### src/rtl/can_fc_pkg.sv
// Shared types for the fault-confinement block.
package can_fc_pkg;
    // Offline sequence: on the bus, waiting for reset mode to show set,
    // waiting for it to clear, counting idle runs back to the bus.
    typedef enum logic [1:0] {
        FC_ACTIVE      = 2'd0,
        FC_OFF_SET     = 2'd1,
        FC_OFF_CLR     = 2'd2,
        FC_OFF_RECOVER = 2'd3
    } fc_phase_e;
endpackage

### src/rtl/fc_idle_detect.sv
// Counts consecutive recessive samples. It emits seq_done on the sample
// that completes a run of IDLE_BITS and starts the next run from zero.
// bus_idle is held until a dominant sample arrives.
// Assumes bus_bit is only meaningful while bit_tick is 1.
module fc_idle_detect #(
    parameter int IDLE_BITS = 11
) (
    input  logic clk,
    input  logic rst_n,
    input  logic bit_tick,
    input  logic bus_bit,
    input  logic restart,
    output logic seq_done,
    output logic bus_idle
);
    localparam int RUN_W = $clog2(IDLE_BITS + 1);
    localparam logic [RUN_W-1:0] LAST = RUN_W'(IDLE_BITS - 1);

    logic [RUN_W-1:0] run_q;
    logic             idle_q;

    assign seq_done = bit_tick & bus_bit & (run_q == LAST) & ~restart;
    assign bus_idle = idle_q;

    // Length of the current recessive run.
    always_ff @(posedge clk) begin
        if (!rst_n)                         run_q <= '0;
        else if (restart)                   run_q <= '0;
        else if (bit_tick) begin
            if (!bus_bit || run_q == LAST)  run_q <= '0;
            else                            run_q <= run_q + 1'b1;
        end
    end

    // Idle flag: set by a completed run, cleared by a dominant sample.
    always_ff @(posedge clk) begin
        if (!rst_n)                    idle_q <= 1'b0;
        else if (bit_tick && !bus_bit) idle_q <= 1'b0;
        else if (seq_done)             idle_q <= 1'b1;
    end

    a_r8_idle_drop: assert property (@(posedge clk) disable iff (!rst_n)
        (bit_tick && !bus_bit) |=> !bus_idle);
    a_r8_idle_rise: assert property (@(posedge clk) disable iff (!rst_n)
        seq_done |=> bus_idle);
endmodule

### src/rtl/fc_counters.sv
// Transmit and receive error counters. Error events step the counters up
// and success events step them down to a floor of 0. tx_ovf flags a
// transmit error that would overflow the counter. The offline sequencer
// supplies load, decrement and clear. While hold is 1, all events are
// ignored.
module fc_counters #(
    parameter int CNT_W    = 8,
    parameter int TX_STEP  = 8,
    parameter int LOAD_VAL = 127
) (
    input  logic             clk,
    input  logic             rst_n,
    input  logic             ev_tx_err,
    input  logic             ev_tx_ok,
    input  logic             ev_rx_err,
    input  logic             ev_rx_ok,
    input  logic             hold,
    input  logic             off_load,
    input  logic             rec_dec,
    input  logic             rec_clr,
    output logic [CNT_W-1:0] tx_cnt,
    output logic [CNT_W-1:0] rx_cnt,
    output logic             tx_ovf
);
    localparam logic [CNT_W:0]   STEP_EXT = (CNT_W+1)'(TX_STEP);
    localparam logic [CNT_W-1:0] LOAD     = CNT_W'(LOAD_VAL);

    logic [CNT_W:0] tx_sum;

    assign tx_sum = {1'b0, tx_cnt} + STEP_EXT;
    assign tx_ovf = ev_tx_err & tx_sum[CNT_W];

    // Transmit counter: bus-off load, recovery steps, normal events.
    always_ff @(posedge clk) begin
        if (!rst_n)        tx_cnt <= '0;
        else if (off_load) tx_cnt <= LOAD;
        else if (rec_clr)  tx_cnt <= '0;
        else if (rec_dec)  tx_cnt <= tx_cnt - 1'b1;
        else if (!hold) begin
            if (ev_tx_err)                  tx_cnt <= tx_sum[CNT_W-1:0];
            else if (ev_tx_ok && tx_cnt != 0) tx_cnt <= tx_cnt - 1'b1;
        end
    end

    // Receive counter: saturating count up, floor of 0 on count down.
    always_ff @(posedge clk) begin
        if (!rst_n)                   rx_cnt <= '0;
        else if (off_load || rec_clr) rx_cnt <= '0;
        else if (!hold) begin
            if (ev_rx_err) begin
                if (rx_cnt != '1)     rx_cnt <= rx_cnt + 1'b1;
            end
            else if (ev_rx_ok && rx_cnt != 0) rx_cnt <= rx_cnt - 1'b1;
        end
    end

    a_r2_tx_step: assert property (@(posedge clk) disable iff (!rst_n)
        (!hold && ev_tx_err && !tx_ovf) |=> tx_cnt == $past(tx_cnt) + CNT_W'(TX_STEP));
    a_r2_rx_floor: assert property (@(posedge clk) disable iff (!rst_n)
        (!hold && !ev_rx_err && ev_rx_ok && rx_cnt == 0) |=> rx_cnt == 0);
endmodule

### src/rtl/fc_offline_fsm.sv
// Sequences bus-off. An overflow enters FC_OFF_SET, where the block
// requests reset mode. Seeing reset mode set moves to FC_OFF_CLR. Its
// clearing moves to FC_OFF_RECOVER, which steps the transmit counter once
// per idle run. The run that finds the counter at zero returns to the bus.
module fc_offline_fsm
    import can_fc_pkg::*;
(
    input  logic      clk,
    input  logic      rst_n,
    input  logic      tx_ovf,
    input  logic      cpu_reset_mode,
    input  logic      seq_done,
    input  logic      tx_zero,
    output fc_phase_e phase,
    output logic      off_load,
    output logic      rec_dec,
    output logic      rec_clr,
    output logic      restart
);
    fc_phase_e phase_d;

    assign off_load = (phase == FC_ACTIVE)      & tx_ovf;
    assign restart  = (phase == FC_OFF_CLR)     & ~cpu_reset_mode;
    assign rec_dec  = (phase == FC_OFF_RECOVER) & seq_done & ~tx_zero;
    assign rec_clr  = (phase == FC_OFF_RECOVER) & seq_done & tx_zero;

    // Next-phase selection.
    always_comb begin
        phase_d = phase;
        unique case (phase)
            FC_ACTIVE:      if (off_load)       phase_d = FC_OFF_SET;
            FC_OFF_SET:     if (cpu_reset_mode) phase_d = FC_OFF_CLR;
            FC_OFF_CLR:     if (restart)        phase_d = FC_OFF_RECOVER;
            FC_OFF_RECOVER: if (rec_clr)        phase_d = FC_ACTIVE;
            default:                            phase_d = FC_ACTIVE;
        endcase
    end

    // Phase register.
    always_ff @(posedge clk) begin
        if (!rst_n) phase <= FC_ACTIVE;
        else        phase <= phase_d;
    end

    a_r4_wait_set: assert property (@(posedge clk) disable iff (!rst_n)
        (phase == FC_OFF_SET && !cpu_reset_mode) |=> phase == FC_OFF_SET);
    a_r5_return: assert property (@(posedge clk) disable iff (!rst_n)
        rec_clr |=> phase == FC_ACTIVE);
endmodule

### src/rtl/can_fault_confine.sv
// Top of the fault-confinement block. It holds the warning threshold
// register and derives the status flags and the warning interrupt.
// Assumes the event inputs are single-cycle pulses from the protocol
// engine.
module can_fault_confine
    import can_fc_pkg::*;
#(
    parameter int CNT_W        = 8,
    parameter int TX_STEP      = 8,
    parameter int IDLE_BITS    = 11,
    parameter int RECOVER_SEQS = 128,
    parameter int WARN_RESET   = 96,
    parameter int PASSIVE_LIM  = 128
) (
    input  logic             clk,
    input  logic             rst_n,
    input  logic             ev_tx_err,
    input  logic             ev_tx_ok,
    input  logic             ev_rx_err,
    input  logic             ev_rx_ok,
    input  logic             bit_tick,
    input  logic             bus_bit,
    input  logic             cpu_reset_mode,
    input  logic             wl_we,
    input  logic [CNT_W-1:0] wl_wdata,
    input  logic             warn_irq_en,
    output logic [CNT_W-1:0] tx_err_cnt,
    output logic [CNT_W-1:0] rx_err_cnt,
    output logic             err_status,
    output logic             err_passive,
    output logic             bus_off,
    output logic             bus_idle,
    output logic             force_reset_mode,
    output logic             warn_irq
);
    localparam int               LOAD_VAL = RECOVER_SEQS - 1;
    localparam logic [CNT_W-1:0] PASSIVE  = CNT_W'(PASSIVE_LIM);
    localparam logic [CNT_W-1:0] WL_INIT  = CNT_W'(WARN_RESET);

    fc_phase_e        phase;
    logic             off_load, rec_dec, rec_clr, restart;
    logic             seq_done, tx_ovf;
    logic [CNT_W-1:0] warn_lim;
    logic             es_q, bo_q;

    fc_idle_detect #(.IDLE_BITS(IDLE_BITS)) u_idle (
        .clk(clk), .rst_n(rst_n), .bit_tick(bit_tick), .bus_bit(bus_bit),
        .restart(restart), .seq_done(seq_done), .bus_idle(bus_idle)
    );

    fc_counters #(.CNT_W(CNT_W), .TX_STEP(TX_STEP), .LOAD_VAL(LOAD_VAL)) u_cnt (
        .clk(clk), .rst_n(rst_n),
        .ev_tx_err(ev_tx_err), .ev_tx_ok(ev_tx_ok),
        .ev_rx_err(ev_rx_err), .ev_rx_ok(ev_rx_ok),
        .hold(bus_off), .off_load(off_load), .rec_dec(rec_dec), .rec_clr(rec_clr),
        .tx_cnt(tx_err_cnt), .rx_cnt(rx_err_cnt), .tx_ovf(tx_ovf)
    );

    fc_offline_fsm u_fsm (
        .clk(clk), .rst_n(rst_n), .tx_ovf(tx_ovf), .cpu_reset_mode(cpu_reset_mode),
        .seq_done(seq_done), .tx_zero(tx_err_cnt == '0), .phase(phase),
        .off_load(off_load), .rec_dec(rec_dec), .rec_clr(rec_clr), .restart(restart)
    );

    assign bus_off          = (phase != FC_ACTIVE);
    assign force_reset_mode = (phase == FC_OFF_SET);
    assign err_status       = bus_off | (tx_err_cnt >= warn_lim) | (rx_err_cnt >= warn_lim);
    assign err_passive      = ~bus_off & ((tx_err_cnt >= PASSIVE) | (rx_err_cnt >= PASSIVE));
    assign warn_irq         = warn_irq_en & ((err_status ^ es_q) | (bus_off ^ bo_q));

    // Warning threshold register.
    always_ff @(posedge clk) begin
        if (!rst_n)     warn_lim <= WL_INIT;
        else if (wl_we) warn_lim <= wl_wdata;
    end

    // Previous status levels, used for change detection.
    always_ff @(posedge clk) begin
        if (!rst_n) begin
            es_q <= 1'b0;
            bo_q <= 1'b0;
        end else begin
            es_q <= err_status;
            bo_q <= bus_off;
        end
    end

    a_r3_busoff_load: assert property (@(posedge clk) disable iff (!rst_n)
        $rose(bus_off) |-> (tx_err_cnt == CNT_W'(LOAD_VAL) && rx_err_cnt == 0));
    a_r4_frozen: assert property (@(posedge clk) disable iff (!rst_n)
        (phase == FC_OFF_SET || phase == FC_OFF_CLR) |=>
            ($stable(tx_err_cnt) && $stable(rx_err_cnt)));
    a_r5_exit_clear: assert property (@(posedge clk) disable iff (!rst_n)
        $fell(bus_off) |-> (tx_err_cnt == 0 && rx_err_cnt == 0 && !err_status));
endmodule

### config.mk
export PLATFORM = sky130hd
export DESIGN_NAME = can_fault_confine
export DESIGN_NICKNAME = d
export VERILOG_FILES = /design/src/rtl/can_fc_pkg.sv /design/src/rtl/fc_idle_detect.sv /design/src/rtl/fc_counters.sv /design/src/rtl/fc_offline_fsm.sv /design/src/rtl/can_fault_confine.sv
export SDC_FILE = /design/constraint.sdc
export NUM_CORES = 1
export LEC_CHECK = 0
export CAP_MARGIN = 0
export CELL_PAD_IN_SITES_DETAIL_PLACEMENT = 1
export CELL_PAD_IN_SITES_GLOBAL_PLACEMENT = 1
export CORE_UTILIZATION = 28
export CTS_CLUSTER_DIAMETER = 50
export DETAILED_ROUTE_END_ITERATION = 8
export DONT_BUFFER_PORTS = 1
export GPL_TIMING_DRIVEN = 0
export PLACE_DENSITY_LB_ADDON = 0.2
export RECOVER_POWER = 25
export SLEW_MARGIN = 20
export SYNTH_ARGS = -nofsm -noshare
export SYNTH_HDL_FRONTEND = slang
export SYNTH_HIERARCHICAL = 1
export SYNTH_SLANG_ARGS = --single-unit
export TNS_END_PERCENT = 30
### constraint.sdc
create_clock -name clk -period 2.8 [get_ports clk]
set_clock_uncertainty 0.1 [all_clocks]
set_input_delay 0 -clock clk [delete_from_list [all_inputs] [get_ports clk]]
set_output_delay 0 -clock clk [all_outputs]
set_load 0.02 [all_outputs]
==> impl_results.md, run 1 <==
* Status: completed
* Tmin final at 2.69 ns
* Synth-to-Final Area Change at 20.3%
* Leakage at about 1.3 nW
* Pre-antenna DRT Iters at 4
* Layout cells sized above 1 at 13.8%
* First-pass GRT wire length at between 10 and 15 mm
* Clock tree from TritonCTS: yes
* Largest buffer count on any clock path at 2
* Slew @ Worst Pin at roughly 0.84 ns
* Core area at around 8700 sq um
* Mapped Nets at about 340
* Fin crit share at between 90% and 100%
* Ys flop type: dfxtp_1
* Post-DRT Antenna Nets at 0
* CP endpoint kind: register
* CTS root buf: clkbuf_8
* Slew margin rel. at between 40% and 50%
* N_diodes at 0
* Avg Inst Size Synth at roughly 8.5 sq um
* DRC at 0
* Synthesized area at about 2500 sq um
* Sequential fraction of the synthesis area at between 20% and 30%
* H-tree depth at 2
* CP cell instances: inv_1 > ha_1 > or4b_4 > o41a_1 > nor2_2 > nor2_1 > or4b_1
* Initial Util at 28.6%
* GRT met2 Usage at 27.1%
* Netlist cell types at between 50 and 60
* MaxCap Viol Count at 0
* Initial detailed-routing violation count at just under 60
* Area of the multi-input gates at approximately 1800 sq um
* Vias in the first global route at roughly 2300
* Routability cong. at between 0.7 and 0.8
* Nets at 370
* IO Pins at slightly above 40
* HP Class: in2reg
* Antenna violations before repair at 0
* Clock latency on the worst-skew pair at approximately 0.28 ns
* Cells after synthesis at between 200 and 300
* Slew Viols, Final at 0
* Sequential Area at 668 sq um
* R2r setup slk at 0.11 ns
* Warnings from Yosys at 6
* Post-DR wirelength/cell at 16.6 um
* DIE AREA at 9260 sq um
* Post-synthesis register bit count at 33
* Max Freq at about 370 MHz
* Worst-path fanout max at 5
* Pin count of the biggest net entering global routing at 17
* I/O Buffers at 0
* DIE WIDTH at 96.2 um
* Total CTS buffers at 5
* Row count at 34
* Slowest stage delay, CP at roughly 0.52 ns
* Grt ovf at 0
* Worst EP arrival at 2.74 ns
* Clock Pin Slew Worst Setup and Hold Paths at ~0.07 ns
* Count of final hold-check violations at 0
* Utilization after layout at between 30% and 40%
* CP Buf/Inv Count at 1
* Via Count at approximately 2200
* Power density over the cells at between 800 and 900 nW/um^2
* Met3 usage at roughly 3.9%
* Crit Path Category: reg2reg
* Number of synthesized flops with an enable pin at 0
* Worst setup SP type: register
* Slowest-stage cell, CP: or4b_4
* Hold slack at around 0.013 ns
* Vias/cell at between 5 and 6
* Clk sinks at 33
* Gr usage total at around 16%
* WP data required at roughly 2.9 ns
* Fill count at around 1000
* GR Util met1 at between 10% and 20%
* Ys async rst share at 0%
* Endpoints failing setup at 0
* Peak supply drop at 0.000257 V
* Worst path top cell family by delay: simple AND/OR/NAND/NOR gates
* Total wire length at about 7.1 mm
* Die Y at a little under 100 um
* Hpwl dp at about 5.2 mm
* Gr busiest metal: met2
## layout make-up
class	count	share of cell area, %
multi-input cells	231	59.2
flip-flops and latches	33	22.3
repair buffers	22	6.78
well taps	108	4.52
clock buffers	7	2.89
inverters	21	2.64
clock inverters	1	1.00
plain buffers	5	0.669
## power by group
| group | switching, mW | internal (mW) | total [mW] |
|---|---|---|---|
| logic | 0.578 | 0.508 | 1.09 |
| clock network | 0.185 | 0.290 | 0.475 |
| registers | 0.329 | 0.577 | 0.905 |
## synthesized netlist by cell type (all sizes together) (4+ instances only)
cell | instances | area (sq um)
a21oi | 10 | 50.1
mux2i | 14 | 140
nor3b | 4 | 30.0
ha | 31 | 388
o211ai | 7 | 52.6
clkbuf | 6 | 22.5
nor2b | 11 | 68.8
nor3 | 6 | 30.0
xnor2 | 5 | 43.8
nor2 | 23 | 91.3
or4 | 5 | 37.5
o21ai | 9 | 45.0
nand3b | 5 | 37.5
nand2 | 23 | 86.3
or3 | 4 | 31.3
nand3 | 6 | 30.0
nand4 | 8 | 50.1
a211oi | 10 | 92.6
and2 | 4 | 25.0
dfxtp | 33 | 661
nand2b | 5 | 31.3
inv | 21 | 78.8
## worst paths after layout
check,start,to,cells after the start
min reg2reg,u_idle/run_q[0],u_idle/run_q[0],2
min,ev_rx_err,u_cnt/rx_cnt[7],3
max reg2reg,u_cnt/tx_cnt[1],u_cnt/tx_cnt[6],7
max,u_cnt/tx_cnt[1],u_cnt/tx_cnt[6],7
## metrics by stage
stage | instance area [sq um] | total power [mW] | setup WS, ns | std cells | setup TNS, ns
2_1_floorplan | 2490 | 1.67 | 0.000584 | 291 | 0
3_3_place_gp | 2620 | 1.93 | -0.336 | 399 | -0.670
3_5_place_dp | 2620 | 1.95 | -0.437 | 399 | -1.09
4_1_cts | 2910 | 2.48 | -0.0964 | 421 | -0.103
5_1_grt | 2990 | 2.69 | -0.00574 | 428 | -0.00574
6_report | 2990 | 2.47 | 0.112 | 428 | 0
## registers in the layout, summed over array words and instances (netlist names)
signal / count
es_q: 1
u_cnt/tx_cnt: 8
bo_q: 1
u_idle/run_q: 4
warn_lim: 8
u_cnt/rx_cnt: 8
u_idle/bus_idle: 1
u_fsm/phase: 2
## cell usage in the layout, fill, tap and decap left out, drive strengths merged, types with 2 or more instances in the layout
master       count
nor3b            4
o31ai            2
or4              5
mux2i           14
nand2b           5
o22ai            2
o2111ai          2
nor3             6
dfxtp           33
dlygate4sd3     15
buf              7
a21o             3
nand4            8
nor2b           11
or4b             2
o211ai           7
nor2            23
ha              31
nand2           23
xor2             2
a21oi           10
a31oi            2
and2             4
a211oi          10
nand3b           5
xnor2            5
o21ai            9
or2              3
and2b            3
clkbuf          12
nand3            6
or3              4
inv             21
## tightest hold or removal path, cell delays in order
cell and delay (ns):
o211a_1 0.11, o21ai_0 0.10, mux2i_1 0.13
## cells by family (layout without fill, tap and decap cells)
logic type	after synthesis	after routing	share of synthesized area (%)
AO/OA/AOI/OAI	60	60	17.9
XOR/XNOR	7	7	2.47
adder cells (fa/ha/maj)	32	32	16.4
buffers and inverters	27	56	4.08
flip-flops	33	33	26.6
multiplexers	15	15	6.24
AND/OR/NAND/NOR	117	117	26.4
## repair_timing
item	in CTS	in global routing
endpoints found under the setup margin	11	7
hold buffers	15	0
setup buffers	0	7
pin swaps	0	2
gates resized for setup	6	10
hold endpoints to repair	19	0
## routing by layer
layer	routed length [um]	part of all wire, %
met3	287	4.1
met1	3320	47
met2	3400	48
met5	0	0
met4	77	1.1
Power figures use the tool's default switching activity.
==> run 2: changes to the inputs <==
ABC_AREA = 1   (was default)
==> impl_results.md, run 2 <==
* Slew @ Worst Pin at approximately 0.57 ns
* Pre-antenna DRT Iters at 4
* Worst reg-to-reg path cell count at 16
* First-pass GRT wire length at 13.7 mm
* Post-place setup slack at between 0.003 and 0.004 ns
* Leakage at around 1.6 nW
* Power density over the cells at 996 nW/um^2
* Commonest non-fill, non-tap cell in the layout: nand2_1
* Antenna violations before repair at 0
* Layout cells sized above 1 at under 10%
* Number of synthesized flops with an enable pin at 0
* CP endpoint kind: register
* Worst EP arrival at 2.63 ns
* Slew margin rel. at 61.8%
* Worst-path fanout max at 7
* Die Y at 100 um
* IO Pins at between 40 and 50
* Hpwl dp at about 6.4 mm
* Fin crit share at a little over 90%
* Post-DR wirelength/cell at around 14 um
* Netlist cell types at 29
* Initial detailed-routing violation count at 56
* Core area at approximately 9300 sq um
* Commonest non-fill, non-tap cells in the layout: 112 x nand2_1, 70 x inv_1, 66 x nor2_1, 32 x dfxtp_1, 31 x ha_1
* DIE WIDTH at ~100 um
* Tmin final at 2.54 ns
* Synth top area cells: dfxtp_1 24%, nand2_1 15%, ha_1 14%
* Gr usage total at between 10% and 20%
* Count of final hold-check violations at 0
* H-tree depth at 2
* Nets at between 500 and 600
* Ys flop type: dfxtp_1
* Max Freq at ~400 MHz
* Pin count of the biggest net entering global routing at 15
* WP data required at roughly 2.9 ns
* Unrepaired setup endpoints after global routing: no
* Vias/cell at 4.63
* Clock latency on the worst-skew pair at roughly 0.3 ns
* Synth-to-Final Area Change at 17.0%
* Most frequent cell after synthesis: nand2_1
* Row count at 35
* N_diodes at 0
* Status: completed
* Post-DRT Antenna Nets at 0
* Post-synthesis register bit count at 33
* Peak supply drop at 0.000350 V
* Worst Hold Depth at 6
* Placed inst area at approximately 2900 sq um
* Largest area contributor in the netlist: dfxtp_1
* Worst setup SP type: register
* Commonest cells in the netlist: 112 x nand2_1, 69 x inv_1, 66 x nor2_1
* Crit Path Category: reg2reg
* I/O Buffers at 0
* Total CTS buffers at 5
* DIE AREA at approximately 10000 sq um
* Sequential fraction of the synthesis area at between 20 and 25%
* Mapped Nets at roughly 490
* Vias in the first global route at 2879
* Routability cong. at ~0.79
* Post-synth top area share at 24.3%
* Cells after synthesis at ~430
* Clock tree from TritonCTS: yes
* CTS root buf: clkbuf_8
* Initial Util at 29.1%
* DRC at 0
* MaxCap Viol Count at 0
* Via Count at approximately 2700
* Postcts setup bufs at 0
* Ys async rst share at 0%
* Warnings from Yosys at 6
* Setup total negative slack at 0 ns
* Regs by FF count: u_cnt/rx_cnt: 8 flops, u_cnt/tx_cnt: 8 flops, warn_lim: 8 flops
* Clk sinks at 33
* HP Class: in2reg
* Avg Inst Size Synth at between 6 and 7 sq um
* Endpoints failing setup at 0
* Grt ovf at 0
* Synthesized area at 2710 sq um
* Final setup margin at around 0.26 ns
* Largest buffer count on any clock path at 2
* Total wire length at 8.12 mm
* Final Instance Area at 3180 sq um
* Clock Pin Slew Worst Setup and Hold Paths at roughly 0.080 ns
* Slew Viols, Final at 0
## run 2: cell count changes after synthesis, moves of 7 or more
cell / before / now
a211oi_1: 8 / 0
inv_1: 20 / 69
nor2b_1: 11 / 0
o211ai_1: 7 / 0
nor2_1: 21 / 66
nand3_1: 6 / 23
a21oi_1: 10 / 20
mux2i_1: 14 / 0
nand2_2: 0 / 9
nand2_1: 23 / 112
## run 2: power by group
group	leakage [nW]	switching (mW)	total, mW	internal, mW
Clock	0.0450	0.200	0.373	0.173
Sequential	0.273	0.393	0.998	0.605
Combinational	1.31	1.13	1.79	0.663
## run 2: worst paths after layout
path,startpoint,to,slack (ns)
worst max-delay path,u_fsm/phase[1],u_cnt/tx_cnt[5],0.26
worst min-delay path,ev_tx_err,u_cnt/tx_cnt[4],0.02
worst max register to register,u_fsm/phase[1],u_cnt/tx_cnt[5],0.26
worst min register to register,warn_lim[7],warn_lim[7],0.41
## run 2: area by class of cell
| class | count | area, sq um |
|---|---|---|
| Clock buffer | 6 | 72.6 |
| Multi-Input combinational cell | 324 | 1780 |
| Clock inverter | 2 | 10.0 |
| Sequential cell | 33 | 662 |
| Fill cell | 1229 | 6150 |
| Inverter | 75 | 282 |
| Timing Repair Buffer | 20 | 200 |
| Tap cell | 129 | 161 |
| Buffer | 2 | 8.76 |
## run 2: cell families (layout without fill, tap and decap cells)
group / count (synthesis) / count (layout) / share of synthesized area [%]
simple gates: 238 / 238 / 38.1
buf+inv: 77 / 105 / 10.7
compound gates: 47 / 47 / 9.59
flops: 33 / 33 / 24.3
fa+ha+maj: 32 / 32 / 15.0
xor+xnor: 7 / 7 / 2.26
## run 2: timing repair
action	4_1_cts	5_1_grt
hold endpoints to repair	31	0
setup endpoints to repair	1	7
hold buffers	20	0
cloned	0	0
resized for setup	1	3
## run 2: critical path: stages (launching register included)
cell and delay, ns:
dfxtp_1 0.49, ha_1 0.26, inv_1 0.05, nor2_1 0.13, nor2_1 0.06, nand2_1 0.13, inv_1 0.08, inv_1 0.13
nor3_2 0.08, inv_1 0.20, nand2_1 0.08, nor3_1 0.18, nand2_2 0.14, nand2_2 0.15, nand2_1 0.07, nand2_1 0.07
nor2_2 0.04
## run 2: routing by layer
layer,track usage [%],wire length (um)
met1,19.9,3600
met2,32.9,4190
met3,2.84,224
met4,4.68,93
met5,0,0
## run 2: through the flow
step / std cells / util (%) / power, mW / hold slack [ns]
floorplan: 434 / - / 2.31 / -0.00279
global placement: 563 / 30.8 / 2.70 / 0.00212
detailed placement: 563 / 30.8 / 2.78 / 0.00493
CTS: 591 / 33.9 / 3.21 / 0.0170
global route: 591 / 34.0 / 3.53 / 0.0657
finish: 591 / 34.0 / 3.16 / 0.0155
